### src/rtl/can_txq_pkg.sv
// Shared definitions for the CAN transmit buffer scheduler.
// Assumes the transmitter reports exactly one outcome per started attempt.
package can_txq_pkg;
    localparam int unsigned RES_W = 2;

    // Outcome codes reported by the frame transmitter; 2'b11 counts as error.
    typedef enum logic [RES_W-1:0] {
        RES_OK   = 2'b00,
        RES_ERR  = 2'b01,
        RES_LOST = 2'b10,
        RES_ERR2 = 2'b11
    } txq_res_e;
endpackage

### src/rtl/txq_buf_ctl.sv
// Control and flag state for one transmit buffer.
// Assumes in_flight covers the start cycle and the whole attempt; fin is the
// completion of this buffer's attempt. An abort aimed at an in-flight buffer
// is held in abt_pend and resolved by the outcome.
module txq_buf_ctl
    import can_txq_pkg::*;
#(
    parameter int unsigned PRI_W = 2
) (
    input  logic             clk,
    input  logic             rst_n,
    input  logic             wr_en,
    input  logic             wr_req,
    input  logic [PRI_W-1:0] wr_pri,
    input  logic             wr_ie,
    input  logic             gab,
    input  logic             in_flight,
    input  logic             fin,
    input  logic [RES_W-1:0] fin_res,
    input  logic             irq_clr,
    output logic             req,
    output logic [PRI_W-1:0] pri,
    output logic             ie,
    output logic             abt,
    output logic             lab,
    output logic             err,
    output logic             irq
);
    logic abt_pend;
    logic kill;
    logic retire;

    // Abort demand this cycle, from software or the global abort.
    assign kill   = (wr_en && !wr_req) || gab;
    // A failed attempt ends the request if any abort is outstanding.
    assign retire = abt_pend || kill;

    // Request, flag and deferred-abort state of the buffer.
    always_ff @(posedge clk) begin
        if (!rst_n) begin
            req      <= 1'b0;
            pri      <= '0;
            ie       <= 1'b0;
            abt      <= 1'b0;
            lab      <= 1'b0;
            err      <= 1'b0;
            irq      <= 1'b0;
            abt_pend <= 1'b0;
        end else begin
            if (irq_clr) irq <= 1'b0;
            if (wr_en) begin
                pri <= wr_pri;
                ie  <= wr_ie;
            end
            if (in_flight) begin
                if (fin) begin
                    abt_pend <= 1'b0;
                    case (txq_res_e'(fin_res))
                        RES_OK: begin
                            req <= 1'b0;
                            if (ie) irq <= 1'b1;
                        end
                        RES_LOST: begin
                            lab <= 1'b1;
                            if (retire) begin
                                req <= 1'b0;
                                abt <= 1'b1;
                            end
                        end
                        default: begin
                            err <= 1'b1;
                            if (retire) begin
                                req <= 1'b0;
                                abt <= 1'b1;
                            end
                        end
                    endcase
                end else if (kill && req) begin
                    abt_pend <= 1'b1;
                end
            end else if (kill && req) begin
                req <= 1'b0;
                abt <= 1'b1;
            end
            if (wr_en && wr_req) begin
                req      <= 1'b1;
                abt      <= 1'b0;
                lab      <= 1'b0;
                err      <= 1'b0;
                abt_pend <= 1'b0;
            end
        end
    end
endmodule

### src/rtl/txq_pick.sv
// Combinational selection of the pending buffer with the highest priority.
// Ties go to the highest index because later entries win on equality.
module txq_pick #(
    parameter int unsigned NBUF  = 3,
    parameter int unsigned PRI_W = 2,
    parameter int unsigned IDX_W = 2
) (
    input  logic [NBUF-1:0]       pend,
    input  logic [NBUF*PRI_W-1:0] pri_flat,
    output logic                  any,
    output logic [IDX_W-1:0]      win
);
    logic [PRI_W-1:0] best;

    // Linear scan keeping the best priority seen so far.
    always_comb begin
        any  = 1'b0;
        win  = '0;
        best = '0;
        for (int i = 0; i < NBUF; i++) begin
            if (pend[i] && (!any || pri_flat[i*PRI_W +: PRI_W] >= best)) begin
                any  = 1'b1;
                win  = IDX_W'(i);
                best = pri_flat[i*PRI_W +: PRI_W];
            end
        end
    end
endmodule

### src/rtl/txq_seq.sv
// Attempt sequencer: idle until a start, busy until the transmitter reports.
// Assumes start is only raised while idle.
module txq_seq #(
    parameter int unsigned IDX_W = 2
) (
    input  logic             clk,
    input  logic             rst_n,
    input  logic             start,
    input  logic [IDX_W-1:0] pick,
    input  logic             done,
    output logic             busy,
    output logic [IDX_W-1:0] cur
);
    typedef enum logic {ST_IDLE = 1'b0, ST_BUSY = 1'b1} seq_st_e;
    seq_st_e st;

    assign busy = (st == ST_BUSY);

    // State and captured buffer index of the outstanding attempt.
    always_ff @(posedge clk) begin
        if (!rst_n) begin
            st  <= ST_IDLE;
            cur <= '0;
        end else if (st == ST_IDLE) begin
            if (start) begin
                st  <= ST_BUSY;
                cur <= pick;
            end
        end else if (done) begin
            st <= ST_IDLE;
        end
    end
endmodule

### src/rtl/can_txq_sched.sv
// CAN transmit buffer scheduler top: per-buffer control, selection,
// attempt sequencing and the self-clearing global abort.
// Assumes cfg_sel addresses an existing buffer.
module can_txq_sched
    import can_txq_pkg::*;
#(
    parameter int unsigned NBUF  = 3,
    parameter int unsigned PRI_W = 2,
    localparam int unsigned IDX_W = (NBUF > 1) ? $clog2(NBUF) : 1
) (
    input  logic             clk,
    input  logic             rst_n,
    input  logic             cfg_we,
    input  logic [IDX_W-1:0] cfg_sel,
    input  logic             cfg_req,
    input  logic [PRI_W-1:0] cfg_pri,
    input  logic             cfg_ie,
    input  logic             gab_set,
    input  logic [NBUF-1:0]  irq_clr,
    input  logic             bus_idle,
    output logic             tx_start,
    output logic [IDX_W-1:0] tx_idx,
    input  logic             tx_done,
    input  logic [RES_W-1:0] tx_res,
    output logic [NBUF-1:0]  req_o,
    output logic [NBUF-1:0]  abt_o,
    output logic [NBUF-1:0]  lab_o,
    output logic [NBUF-1:0]  err_o,
    output logic [NBUF-1:0]  irq_o,
    output logic             gab_o,
    output logic             busy_o
);
    logic [NBUF*PRI_W-1:0] pri_flat;
    logic [NBUF-1:0]       ie_all;
    logic                  any_pend;
    logic [IDX_W-1:0]      pick;
    logic [IDX_W-1:0]      cur;
    logic                  gab_q;

    assign gab_o    = gab_q;
    assign tx_start = !busy_o && bus_idle && any_pend && !gab_q;
    assign tx_idx   = busy_o ? cur : pick;

    txq_pick #(.NBUF(NBUF), .PRI_W(PRI_W), .IDX_W(IDX_W)) u_pick (
        .pend     (req_o),
        .pri_flat (pri_flat),
        .any      (any_pend),
        .win      (pick)
    );

    txq_seq #(.IDX_W(IDX_W)) u_seq (
        .clk   (clk),
        .rst_n (rst_n),
        .start (tx_start),
        .pick  (pick),
        .done  (tx_done),
        .busy  (busy_o),
        .cur   (cur)
    );

    for (genvar gi = 0; gi < NBUF; gi++) begin : g_buf
        logic sel_hit;
        logic on_bus;
        assign sel_hit = cfg_we && (cfg_sel == IDX_W'(gi));
        assign on_bus  = (busy_o && cur == IDX_W'(gi)) ||
                         (tx_start && pick == IDX_W'(gi));

        txq_buf_ctl #(.PRI_W(PRI_W)) u_buf (
            .clk       (clk),
            .rst_n     (rst_n),
            .wr_en     (sel_hit),
            .wr_req    (cfg_req),
            .wr_pri    (cfg_pri),
            .wr_ie     (cfg_ie),
            .gab       (gab_q),
            .in_flight (on_bus),
            .fin       (busy_o && tx_done),
            .fin_res   (tx_res),
            .irq_clr   (irq_clr[gi]),
            .req       (req_o[gi]),
            .pri       (pri_flat[gi*PRI_W +: PRI_W]),
            .ie        (ie_all[gi]),
            .abt       (abt_o[gi]),
            .lab       (lab_o[gi]),
            .err       (err_o[gi]),
            .irq       (irq_o[gi])
        );
    end

    // Global abort: set on request, dropped once no request remains.
    always_ff @(posedge clk) begin
        if (!rst_n)                  gab_q <= 1'b0;
        else if (gab_set)            gab_q <= 1'b1;
        else if (gab_q && req_o == '0) gab_q <= 1'b0;
    end
endmodule

### config.mk
export PLATFORM = sky130hd
export DESIGN_NAME = can_txq_sched
export DESIGN_NICKNAME = d
export VERILOG_FILES = /design/src/rtl/can_txq_pkg.sv /design/src/rtl/txq_buf_ctl.sv /design/src/rtl/txq_pick.sv /design/src/rtl/txq_seq.sv /design/src/rtl/can_txq_sched.sv
export SDC_FILE = /design/constraint.sdc
export NUM_CORES = 1
export LEC_CHECK = 0
export BUFFER_PORTS_ARGS = -buffer_cell sky130_fd_sc_hd__buf_2
export CAP_MARGIN = 5
export CORE_UTILIZATION = 24
export CTS_BUF_LIST = sky130_fd_sc_hd__clkbuf_4
export DETAILED_ROUTE_END_ITERATION = 8
export PLACE_DENSITY = 0.51
export SLEW_MARGIN = 0
export SYNTH_ARGS = -nofsm -noshare
export SYNTH_HDL_FRONTEND = slang
export SYNTH_SLANG_ARGS = --single-unit
### constraint.sdc
create_clock -name clk -period 9.95 [get_ports clk]
set_clock_uncertainty 0.1 [all_clocks]
set_input_delay 2.985 -clock clk [delete_from_list [all_inputs] [get_ports clk]]
set_output_delay 2.985 -clock clk [all_outputs]
set_load 0.01 [all_outputs]
==> results summary, run 1 <==
The run finished with clean final reports. For the final routed database, the setup TNS stands at 0 ns. The DRC violation count after routing is 0.

The total overflow left after global routing is 0. The DRC marker count from the first detailed-route iteration is slightly below 80. The total of hold buffers inserted after clock tree synthesis is 0. The largest individual stage delay along the critical path comes from the cell or4b_1.

Leaving out fill and tap cells, the most frequent cells in the layout are 36 x buf_2, 31 x dfxtp_1, 22 x nand2_1. The synthesized netlist cell count is 208. The sum of routed wire length over all layers is between 4 and 5 mm. The portion of the post-synthesis area used by sequential elements came out at around a third. CTS saw 31 sinks. The largest incremental delay on the critical path is around 0.60 ns. The height of the chip came out at 88.7 um. The full die area is just under 8000 um^2. The die is roughly 89 um wide. The final period utilization came out at between 70% and 80%. The count of instances resized after the clock tree is built came out at 0. The kind of cell with the highest combined delay along the critical path is simple AND/OR/NAND/NOR gates. The hold slack is between 0.3 and 0.4 ns. The TritonCTS clock tree is yes. Before antenna repair, the detailed router went through 4 iterations. The cell that appears most often on the critical path is buf_2. Each instance of the synthesized netlist takes up on average just under 9 um^2. The half-perimeter wire length of the detailed placement result came out at between 3 and 4 mm. The count of endpoints failing hold in the final timing report is 0. The arrival time reported for the critical path endpoint is just under 4 ns. In this run the core area contains 31 standard-cell rows. Timing would allow up to approximately 0.14 GHz. Synthesis inferred 31 register bits. Setup repair after global routing left no endpoint under its margin.

The area inside the core boundary is 7250 um^2. The number of antenna repair diodes came out at 0. The master cell of the clock root buffer is clkbuf_4. The net count after synthesis is about 230.

The initial core utilization is around a quarter. The clock network latency to the later pin of the worst-skew pair came out at 0.33 ns. The most used flip-flop cell after synthesis is dfxtp_1. The clock-pin slew on the worst setup and hold paths came out at 0.10 ns. The weighted congestion at the end of routability-driven global placement is between 0.7 and 0.8. After detailed routing, the average wire length per cell comes to about 13 um. In this run the tightest slew margin relative to its limit is roughly 33%. The number of buffers added for setup after CTS came out at 0. The maximum root-to-sink buffer count came out at 2.

The netlist area before placement is between 1500 and 2000 um^2. The worst path needs ~7.0 ns of the cycle, external delays included. The fraction of registers with async set or reset after synthesis is 0%. From synthesis to final layout, the design area changed by 11.3%.

The number of warnings printed during yosys synthesis came out at 0. The summed area of non-filler cells in the final layout is 2010 um^2. The path type of the worst min-delay path is reg -> reg. After detailed placement, the total cell area comes to 1950 um^2. The actual slew at the worst max-slew pin came out at 1.01 ns.

The area share of and/or/nand/nor cells after synthesis is around 23%. Global routing used between 10% and 20% of the available tracks across all layers. The top-level port count came out at 37.

The ratio of total power to cell area came out at between 100 and 150 nW/um^2. STA classifies the critical path startpoint as an input port. The count of flip-flops with a built-in enable after synthesis came out at 0. The initial antenna violation count came out at 0.

The highest ir drop seen on vdd came out at 0.0300 mV. The first global-routing pass estimated 6.80 mm of wire. TritonCTS created 5 clock buffers. The multiplexer fraction of the synthesized cell area is about 4.0%. The net count of the finished layout is 250. The number of vias in the routed layout is roughly 1.5k. The count of buffers from port buffering came out at 36.

The number of H-tree levels came out at 2. The critical path goes through buf_2 -> or4b_1 -> clkinv_4 -> buf_2. The filler cell count in the final layout came out at 802. The largest total area in the synthesized netlist belongs to dfxtp_1. Using the TritonRoute via totals, the vias-per-cell ratio works out to between 4 and 5. The post-synthesis adder-cell area fraction is under 10%. Across the run, the number of max-cap violations was 0. The category of the worst setup path capture point is an output port. The post-detailed-route count of antenna-violating nets came out at 0.

The combined buffer and inverter count along the critical path came out at 3. The main combinational cell family by area after synthesis is compound AO/OA/AOI/OAI gates. For this design the static power due to leakage is just under 0.8 nW. The synthesized netlist contains 50 unique library cells.

The endpoint required time on the critical path came out at approximately 7 ns. The type of the worst setup path is in -> out. The library cell used most frequently in the layout, excluding fill and tap cells, is buf_2. The max-slew violation count is 0. Sorting the synthesized cells by area gives the leading types as dfxtp_1 34%, buf_4 6.7%, nand2_1 4.6%. The portion of synthesized cell area occupied by the leading cell type came out at roughly 34%. The setup violation total in the final timing report came out at 0. The fraction of final layout cells with drive strength greater than 1 is between 20% and 30%. After Yosys synthesis, XOR and XNOR cells account for 0% of the synthesized area. Along the worst path, the maximum fanout reaches 7. The number of global-route vias before repair came out at 1,289.

The synthesized netlist devotes 24.8% of its cell area to compound gates. The maximum number of pins on one net before global-route repair is 26.
[cell families (layout without fill, tap and decap cells)]
| kind of cell | after synthesis | in the layout |
|---|---|---|
| AOI/OAI and AO/OA | 58 | 58 |
| adders and majority gates | 4 | 4 |
| buffers and inverters | 32 | 54 |
| DFF | 31 | 31 |
| muxes | 7 | 7 |
| and+or+nand+nor | 76 | 76 |
[path summary, 6_finish.rpt]
check,startpoint,endpoint,slack [ns],cells past startpoint
setup / recovery,bus_idle,tx_start,2.96,4
hold / removal,g_buf[0].u_buf.err,g_buf[0].u_buf.err,0.35,2
setup reg to reg,g_buf[0].u_buf.req,g_buf[0].u_buf.abt,6.44,11
hold reg to reg,g_buf[0].u_buf.err,g_buf[0].u_buf.err,0.35,2
[power by group]
group | switching (W) | total (W) | internal (W)
Sequential | 0.00000309 | 0.000129 | 0.000126
Combinational | 0.0000145 | 0.0000251 | 0.0000106
Clock | 0.0000454 | 0.0000784 | 0.0000330
Total | 0.0000630 | 0.000233 | 0.000170
[registers in the layout, summed over array words and instances (netlist names), 2 cells and up]
register	cells
u_seq.cur	2
g_buf.u_buf.abt	3
g_buf.u_buf.err	3
g_buf.u_buf.lab	3
g_buf.u_buf.irq	3
g_buf.u_buf.pri	6
g_buf.u_buf.abt_pend	3
g_buf.u_buf.req	3
g_buf.u_buf.ie	3
[stage by stage]
step / cells / worst slack [ns] / utilization (%) / total power, W
floorplan: 208 / 3.24 / - / 0.000149
global placement: 321 / 2.96 / 26.9 / 0.000158
detailed placement: 321 / 2.95 / 26.9 / 0.000158
CTS: 329 / 2.95 / 27.7 / 0.000237
global route: 329 / 2.90 / 27.7 / 0.000245
finish: 329 / 2.96 / 27.7 / 0.000233
[cell usage after synthesis (all sizes together), types with 4 or more instances]
cell    count
o21ai      12
nor3b       5
clkbuf      4
nor3        4
nand2      22
and2        5
a21boi      8
dfxtp      31
ha          4
nor2b       7
inv         9
a21oi      13
nand2b      6
nor2       11
buf        18
mux2i       6
[final cells by class]
type / count / area (um^2) / area share (%)
Clock inverter: 1 / 5.00 / 0.249
Multi-Input combinational cell: 145 / 983 / 49.0
Tap cell: 99 / 124 / 6.17
Inverter: 10 / 42.5 / 2.12
Sequential cell: 31 / 621 / 30.9
Timing Repair Buffer: 36 / 180 / 8.97
Clock buffer: 7 / 52.6 / 2.62
[worst register-to-register path: stages (launching register included)]
cell	delay [ns]
dfxtp_1	0.49
nand2_1	0.13
ha_1	0.21
or2b_1	0.23
a22oi_1	0.31
mux2_2	0.38
ha_1	0.28
nand2b_1	0.15
a211oi_2	0.49
o211a_4	0.28
nor3_2	0.07
o31a_1	0.28
[routing by layer]
| layer | vias up | global-route usage, % | part of all wire, % | wire length (um) |
|---|---|---|---|---|
| li1 | 761 | - | - | - |
| met1 | 667 | 15.1 | 48 | 2070 |
| met2 | 22 | 19.4 | 48 | 2070 |
| met3 | 5 | 2.99 | 3.4 | 146 |
| met4 | 0 | 3.96 | 0.76 | 33 |
| met5 | - | 0 | 0 | 0 |
Note: power is estimated with default switching activity, not from simulation.
==> inputs of run 2 (changes only) <==
==> constraint.sdc (replaced) <==
create_clock -name clk -period 6.5 [get_ports clk]
set_clock_uncertainty 0.1 [all_clocks]
set_input_delay 1.95 -clock clk [delete_from_list [all_inputs] [get_ports clk]]
set_output_delay 1.95 -clock clk [all_outputs]
set_load 0.01 [all_outputs]
==> run 2 against run 1 <==
Net effect:
- via count rose by 1.6%
- non-clock buffer count unchanged
- setup slack worse by 2.0 ns
- critical path depth is 8 higher
- sequential share of layout area is 0.077 points higher
- first-iteration DRC count down 10%
- register-to-register slack lost 3.4 ns
- clock power up 44%
- utilization shrank 0.069 points
- combinational power up 53%
- critical path type is now reg -> out
==> results summary, run 2 (synthesized netlist as in run 1, its figures left out) <==
Status: complete, no violations (unchanged). The maximum number of pins on one net before global-route repair came out at 26 (unchanged). The static leakage came out at 0.782 nW (was 0.788 nW). The TritonCTS clock tree was yes (unchanged).

The category of the worst setup path capture point is an output port (unchanged). The critical hold path startpoint is g_buf[1].u_buf.lab (was g_buf[0].u_buf.err). The path type of the worst min-delay path is reg -> reg (unchanged). The number of global-route vias before repair came to 1,420 (was 1,289). The ratio of total power to cell area was 175 nW/um^2 (was 116 nW/um^2).

The half-perimeter wire length of the detailed placement result is 3.33 mm (was 3.22 mm). The synthesis-to-layout area growth came out at 11.0% (was 11.3%). The final critical path takes up 84.9% of the cycle. Most frequent cells in the layout: 36 x buf_2, 31 x dfxtp_1, 22 x nand2_1 (unchanged). The number of max-cap violations was 0 (unchanged). The DRC marker count from the first detailed-route iteration came out at 70 (was 78).

The clock-pin slew on the worst setup and hold paths came to 0.11 ns (was 0.10 ns). The launching point of the worst reg2reg path was g_buf[0].u_buf.req (unchanged). The highest ir drop seen on vdd is 0.0873 mV (was 0.0300 mV).

The die outline width came out at 88.7 um (unchanged). The master cell of the clock root buffer was clkbuf_4 (unchanged). The full die area is 7870 um^2 (unchanged). The number of standard-cell rows in the floorplan is 31 (unchanged). The placed standard-cell area is 1950 um^2 (unchanged).

The clock network latency to the later pin of the worst-skew pair came to 0.34 ns (was 0.33 ns). The cell count of the worst reg-to-reg path is 11 (unchanged). The total of hold buffers inserted after clock tree synthesis came out at 0 (unchanged). The total routing resource utilization after global routing is 12.2% (was 11.8%). The area inside the core boundary was 7250 um^2 (unchanged). The global-route wire length before repair came to 7.09 mm (was 6.80 mm). The register bank with the most flops is g_buf.u_buf.pri (unchanged).

The top-level port count came out at 37 (unchanged). The number of antenna repair diodes came out at 0 (unchanged). The final standard cell count with taps included and fillers excluded is 329 (unchanged). The number of buffers added for setup after CTS was 0 (unchanged). The count of buffers from port buffering is 36 (unchanged). The count of instances resized after the clock tree is built is 0 (unchanged). The max-slew violation count came out at 0 (unchanged). The reg-to-reg setup timing slack came out at 3.09 ns (was 6.44 ns). The actual slew at the worst max-slew pin is 0.980 ns (was 1.01 ns). The length of the first detailed-routing pass in iterations is 4 (unchanged). RSZ-0062 raised after global routing: no (unchanged). The number of cells in the design after placement came out at 321 (unchanged). The arrival time reported for the critical path endpoint is 3.47 ns (was 3.91 ns).

The type of element launching the critical path is a flop (was input port). The fraction of final layout cells with drive strength greater than 1 came out at 25.2% (was 26.1%). The number of H-tree levels is 2 (unchanged). The number of nets in the final layout came out at 250 (unchanged). The endpoint of the worst-slack reg-to-reg timing path is g_buf[1].u_buf.req (was g_buf[0].u_buf.abt).

The maximum clock frequency is around 0.18 GHz. The maximum root-to-sink buffer count came out at 2 (unchanged). The initial core utilization came out at 24.9% (unchanged).

The initial antenna violation count came out at 0 (unchanged). The average wire length per cell after detail routing is 13.4 um (was 13.1 um). The post-detailed-route count of antenna-violating nets is 0 (unchanged). The number of buffers added by the clock tree synthesis step is 5 (unchanged).

The DRC violation count after routing came out at 0 (unchanged). The height of the chip is 88.7 um (unchanged). The critical-path maximum fanout is 8 (was 7).

The endpoint with the worst hold slack was g_buf[1].u_buf.lab (was g_buf[0].u_buf.err). The worst setup path startpoint is g_buf[0].u_buf.req (was bus_idle). The most common cell after layout, fill and taps aside is buf_2 (unchanged). The residual overflow from global routing came out at 0 (unchanged).

The type of the worst setup path is reg -> out (was in -> out). The filler cell count in the final layout is 810 (was 802). The count of endpoints failing hold in the final timing report is 0 (unchanged).

The total number of clock tree sinks is 31 (unchanged). The number of cells traversed by the worst hold path is 2 (unchanged). The sum of routed wire length over all layers is 4.40 mm (was 4.32 mm). The total negative setup slack came out at 0 ns (unchanged).

The endpoint required time on the critical path came out at 4.45 ns (was 6.87 ns). The number of vias in the routed layout came out at 1,479 (was 1,455). The summed area of non-filler cells in the final layout came out at 2000 um^2 (was 2010 um^2). The weighted congestion at the end of routability-driven global placement came to 0.785 (was 0.775). The worst-case headroom to the max-slew limit came to 34.5% (was 32.8%).

The shortest clock period the worst path allows after layout is approximately 5.5 ns. The flip-flop count of the largest register, all copies and words added was 6 (unchanged). The setup violation total in the final timing report came out at 0 (unchanged). The number of vias per cell came out at 4.50 (was 4.42).
-- run 2: cell types whose count changed in the layout (fill, tap and decap cells not counted) --
cell / before / now
clkinv_1: 0 / 2
clkbuf_4: 7 / 6
clkinv_2: 1 / 0
-- run 2: critical path: stages, from the launching register on --
cell,delay [ns]
dfxtp_1,0.46
nand2_1,0.11
ha_1,0.21
or2b_1,0.24
a22oi_1,0.27
mux2_2,0.37
ha_1,0.28
nand2b_1,0.15
a211oi_2,0.49
nand2b_1,0.21
nand2_1,0.06
o21ai_0,0.14
buf_2,0.15
-- run 2: power by group --
group	switching, W	leakage (nW)	internal, W
Combinational	0.0000223	0.501	0.0000161
Clock	0.0000691	0.0307	0.0000442
Sequential	0.00000480	0.251	0.000193
Total	0.0000962	0.782	0.000254
-- run 2: area by class of cell --
cell class                 instances  area [um^2]  share of cell area, %
clock buffer                       6         45.0                   2.25
clock inverter                     2         7.51                  0.375
inverter                          10         42.5                   2.12
multi-input combinational        145          983                   49.1
sequential                        31          621                   31.0
tap                               99          124                   6.18
timing repair buffer              36          180                   8.99
-- run 2: per-layer routing --
layer | vias to the layer above | part of all wire (%) | global-route usage, %
met5 | - | 0 | 0
met4 | 0 | 1.1 | 3.08
met3 | 7 | 4.4 | 3.17
met2 | 28 | 48 | 21.2
met1 | 681 | 46 | 15.1
li1 | 763 | - | -
-- run 2: worst max path at each step --
stage,to,slack [ns],cells past startpoint
after floorplan,tx_idx[0],1.61,11
after global placement,tx_idx[0],1.46,12
after detailed placement,tx_idx[0],1.39,12
after CTS,tx_idx[0],0.99,12
after global routing,tx_idx[0],0.75,12
final,tx_idx[0],0.98,12
-- run 2: through the flow --
stage          worst slack (ns)  total power, W  utilization (%)  hold WS [ns]
6_report                  0.981        0.000350             27.6         0.350
5_1_grt                   0.750        0.000365             27.6         0.373
4_1_cts                   0.992        0.000352             27.6         0.355
3_5_place_dp               1.39        0.000241             26.9         0.340
3_3_place_gp               1.46        0.000241             26.9         0.338
2_1_floorplan              1.61        0.000228                -         0.324
==> inputs of run 3 (changes only) <==
--- a/config.mk
+++ b/config.mk
@@ -5,12 +5,13 @@
 export SDC_FILE = /design/constraint.sdc
 export NUM_CORES = 1
 export LEC_CHECK = 0
+export ABC_AREA = 1
 export BUFFER_PORTS_ARGS = -buffer_cell sky130_fd_sc_hd__buf_2
 export CAP_MARGIN = 5
 export CORE_UTILIZATION = 24
 export CTS_BUF_LIST = sky130_fd_sc_hd__clkbuf_4
 export DETAILED_ROUTE_END_ITERATION = 8
-export PLACE_DENSITY = 0.51
+export PLACE_DENSITY = 0.53
 export SLEW_MARGIN = 0
 export SYNTH_ARGS = -nofsm -noshare
 export SYNTH_HDL_FRONTEND = slang
==> constraint.sdc (replaced) <==
create_clock -name clk -period 4.6 [get_ports clk]
set_clock_uncertainty 0.1 [all_clocks]
set_input_delay 1.38 -clock clk [delete_from_list [all_inputs] [get_ports clk]]
set_output_delay 1.38 -clock clk [all_outputs]
set_load 0.01 [all_outputs]
==> run 3 against run 2 <==
Net effect:
- hold slack better by 0.025 ns
- sequential cell count is the same
- via count increased by 7.0%
- register-to-register slack lost 1.1 ns
- clock power increased by 31%
- non-clock buffer count did not move
- utilization grew 0.94 points
- sequential power is 41% higher
- first-iteration DRC count grew 29%
- clock-buffer cell count shrank 1
- combinational power up 60%
==> results summary, run 3 <==
Status: complete, no violations (unchanged). The flip-flop count of the largest register, all copies and words added is 6 (unchanged). The shortest clock period the worst path allows after layout came out at between 4 and 5 ns. The final period utilization is about 90%. The number of nets in the final layout is 300 (was 250).

The number of max-cap violations is 0 (unchanged). Largest cells by area after synthesis: dfxtp_1 36%, nand2_1 11%, nor2_1 9.5% (was dfxtp_1 34%, buf_4 6.7%, nand2_1 4.6%). The register bank with the most flops is g_buf.u_buf.pri (unchanged). The number of global-route vias before repair was 1,469 (was 1,420). The synthesis-to-layout area growth came out at 13.3% (was 11.0%). The number of buffers added by the clock tree synthesis step came out at 5 (unchanged). The maximum clock frequency came out at approximately 0.25 GHz.

The net count after synthesis came out at 273 (was 229). The category of the worst setup path capture point is an output port (unchanged). The setup violation total in the final timing report was 0 (unchanged). The post-detailed-route count of antenna-violating nets is 0 (unchanged). The total number of clock tree sinks is 31 (unchanged).

The ratio of total power to cell area was 250 nW/um^2 (was 175 nW/um^2). The top-level port count is 37 (unchanged). The TritonCTS clock tree is yes (unchanged). The arrival time reported for the critical path endpoint is 2.56 ns (was 3.47 ns). The global-route wire length before repair is 7.07 mm (was 7.09 mm). The maximum number of pins on one net before global-route repair came out at 14 (was 26).

The portion of synthesized cell area occupied by the leading cell type was 35.8% (was 34.4%). The total of hold buffers inserted after clock tree synthesis came out at 0 (unchanged). The residual overflow from global routing is 0 (unchanged). RSZ-0062 raised after global routing: no (unchanged). The endpoint of the worst-slack reg-to-reg timing path is g_buf[2].u_buf.abt (was g_buf[1].u_buf.req). The area inside the core boundary is 6870 um^2 (was 7250 um^2). The switching power share of the total is 28.7% (was 27.5%). The type of the worst setup path is reg -> out (unchanged).

The full die area is 7560 um^2 (was 7870 um^2). The mean instance size in the synthesized netlist is 6.87 um^2 (was 8.67 um^2). The post-synthesis sequential element count came out at 31 (unchanged). The initial core utilization came out at 25.2% (was 24.9%).

The portion of total power attributed to the clock network came out at 30.3% (was 32.4%). The maximum root-to-sink buffer count is 2 (unchanged). The actual slew at the worst max-slew pin is 0.422 ns (was 0.980 ns). The net load switching power was 0.000140 W (was 0.0000962 W).

The path type of the worst min-delay path was reg -> reg (unchanged). The unique cell type count in the Yosys netlist is 25 (was 50). The relative contribution of combinational cells to total power is 12.5% (was 11.0%). The sum of routed wire length over all layers came out at 4.31 mm (was 4.40 mm). The worst setup path startpoint is g_buf[0].u_buf.req (unchanged).

The endpoint required time on the critical path is 3.12 ns (was 4.45 ns). The static leakage came out at 0.922 nW (was 0.782 nW). The count of flip-flops with a built-in enable after synthesis is 0 (unchanged). The number of H-tree levels is 2 (unchanged). Most frequent cells in the layout: 49 x nand2_1, 44 x nor2_1, 36 x buf_2 (was 36 x buf_2, 31 x dfxtp_1, 22 x nand2_1).

The weighted congestion at the end of routability-driven global placement was 0.883 (was 0.785). The fraction of final layout cells with drive strength greater than 1 came out at 22.6% (was 25.2%). The most common flop cell mapped by yosys is dfxtp_1 (unchanged). The reg-to-reg setup timing slack is 1.95 ns (was 3.09 ns). The clock-pin slew on the worst setup and hold paths is 0.10 ns (was 0.11 ns). The highest ir drop seen on vdd is 0.0875 mV (was 0.0873 mV).

The cell-internal power came out at 0.000350 W (was 0.000254 W). The half-perimeter wire length of the detailed placement result is 3.51 mm (was 3.33 mm). The capture point of the critical path is tx_idx[0] (unchanged). The initial antenna violation count is 0 (unchanged). The worst-case headroom to the max-slew limit came out at 71.7% (was 34.5%).

The average wire length per cell after detail routing came to 11.5 um (was 13.4 um). The most common cell after layout, fill and taps aside is nand2_1 (was buf_2). The fraction of registers with async set or reset after synthesis came to 0% (unchanged).

The cell type contributing the most total cell area after synthesis was dfxtp_1 (unchanged). The most frequent cell after synthesis is nand2_1 (was dfxtp_1). The portion of the post-synthesis area used by sequential elements is 35.8% (was 34.4%).

The count of instances resized after the clock tree is built came out at 0 (unchanged). The launching point of the worst reg2reg path was g_buf[0].u_buf.req (unchanged). The length of the first detailed-routing pass in iterations came out at 4 (unchanged). The number of buffers added for setup after CTS was 0 (unchanged). The DRC violation count after routing came out at 0 (unchanged).

The type of element launching the critical path is a flop (unchanged). The count of endpoints failing hold in the final timing report came out at 0 (unchanged). The clock network latency to the later pin of the worst-skew pair came out at 0.33 ns (was 0.34 ns). The number of vias per cell came to 4.22 (was 4.50). The max-slew violation count is 0 (unchanged).

The number of warnings printed during yosys synthesis is 0 (unchanged). The number of antenna repair diodes was 0 (unchanged). The critical-path maximum fanout came out at 6 (was 8). The cell count of the worst reg-to-reg path came out at 22 (was 11).

The count of buffers from port buffering came out at 36 (unchanged). The netlist area before placement came out at 1730 um^2 (was 1800 um^2). The utilization of the core after routing is 28.6% (was 27.6%).

The die outline width came out at 86.9 um (was 88.7 um). The DRC marker count from the first detailed-route iteration came out at 90 (was 70). The total negative setup slack came out at 0 ns (unchanged). The number of vias in the routed layout is 1,582 (was 1,479). The synthesized netlist cell count came out at 252 (was 208). The total routing resource utilization after global routing is 12.5% (was 12.2%).

The number of standard-cell rows in the floorplan is 30 (was 31). The sequential cell fraction of total power was 57.2% (was 56.7%). Top cells by instance count after synthesis: 49 x nand2_1, 44 x nor2_1, 31 x dfxtp_1, 31 x inv_1, 23 x a21oi_1 (was 31 x dfxtp_1, 22 x nand2_1, 16 x buf_4).

The master cell of the clock root buffer was clkbuf_4 (unchanged). The height of the chip was 86.9 um (was 88.7 um). The number of cells traversed by the worst hold path came out at 2 (unchanged).
[run 3: cell count changes after synthesis, sizes merged, moves of 6 or more]
cell | previous run | this run
a21boi | 8 | 0
a21oi | 13 | 24
inv | 9 | 35
mux2i | 6 | 0
nand2 | 22 | 54
nand2b | 6 | 0
nand3 | 3 | 14
nor2 | 11 | 47
nor2b | 7 | 0
[run 3: stage by stage]
stage | area [um^2] | hold WS [ns] | setup slack [ns] | instances | total power [W]
after floorplan | 1730 | 0.333 | 1.18 | 252 | 0.000326
after global placement | 1920 | 0.356 | 1.05 | 368 | 0.000348
after detailed placement | 1920 | 0.358 | 0.923 | 368 | 0.000349
after CTS | 1960 | 0.375 | 0.537 | 375 | 0.000495
after global routing | 1960 | 0.403 | 0.316 | 375 | 0.000517
final | 1960 | 0.374 | 0.561 | 375 | 0.000490
[run 3: per-layer routing]
metal	part of all wire (%)	routed length (um)	GRT usage, %
met1	47	2010	15.6
met5	0	0	0
met3	4.8	206	3.70
met4	2.2	94	4.70
met2	46	1990	20.3
[run 3: layout make-up]
type | instances | area (um^2)
repair buffers | 36 | 180
well taps | 96 | 120
clock inverters | 2 | 8.76
flip-flops and latches | 31 | 621
clock buffers | 5 | 37.5
fillers | 787 | 4910
inverters | 36 | 135
multi-input cells | 169 | 860
[run 3: cell families (layout without fill, tap and decap cells)]
logic type      Yosys count  count (layout)  share of synthesized area, %
compound gates           44              44                          13.7
buf+inv                  52              79                          14.5
fa+ha+maj                 4               4                          2.89
flops                    31              31                          35.8
simple gates            121             121                          33.0
[run 3: how the worst min path moves through the flow]
stage                     startpoint                    end  slack [ns]
2_1_floorplan  g_buf[2].u_buf.pri[0]  g_buf[2].u_buf.pri[0]        0.33
3_3_place_gp      g_buf[2].u_buf.lab     g_buf[2].u_buf.lab        0.36
3_5_place_dp      g_buf[2].u_buf.lab     g_buf[2].u_buf.lab        0.36
4_1_cts        g_buf[2].u_buf.pri[0]  g_buf[2].u_buf.pri[0]        0.37
5_1_grt           g_buf[2].u_buf.lab     g_buf[2].u_buf.lab        0.40
6_report       g_buf[2].u_buf.pri[0]  g_buf[2].u_buf.pri[0]        0.37
[run 3: power groups by stage]
stage	combinational, W	clock, W	sequential, W
floorplan	0.0000411	0	0.000285
global placement	0.0000613	0	0.000287
detailed placement	0.0000621	0	0.000287
CTS	0.0000623	0.000153	0.000280
global route	0.0000701	0.000165	0.000281
finish	0.0000615	0.000148	0.000280
[run 3: worst max-delay path, stage by stage (launching register included)]
cell and delay, ns:
dfxtp_1 0.41, nand2_1 0.08, inv_1 0.09, ha_1 0.24, inv_1 0.05, nand2_1 0.04, nand2_1 0.08, nand2_1 0.06
nand2_1 0.13, o21ai_0 0.10, ha_1 0.29, inv_1 0.05, nand2_1 0.04, nand2_1 0.05, nand2_1 0.06, nand2_2 0.12
nand3_1 0.08, o21ai_0 0.09, buf_2 0.15
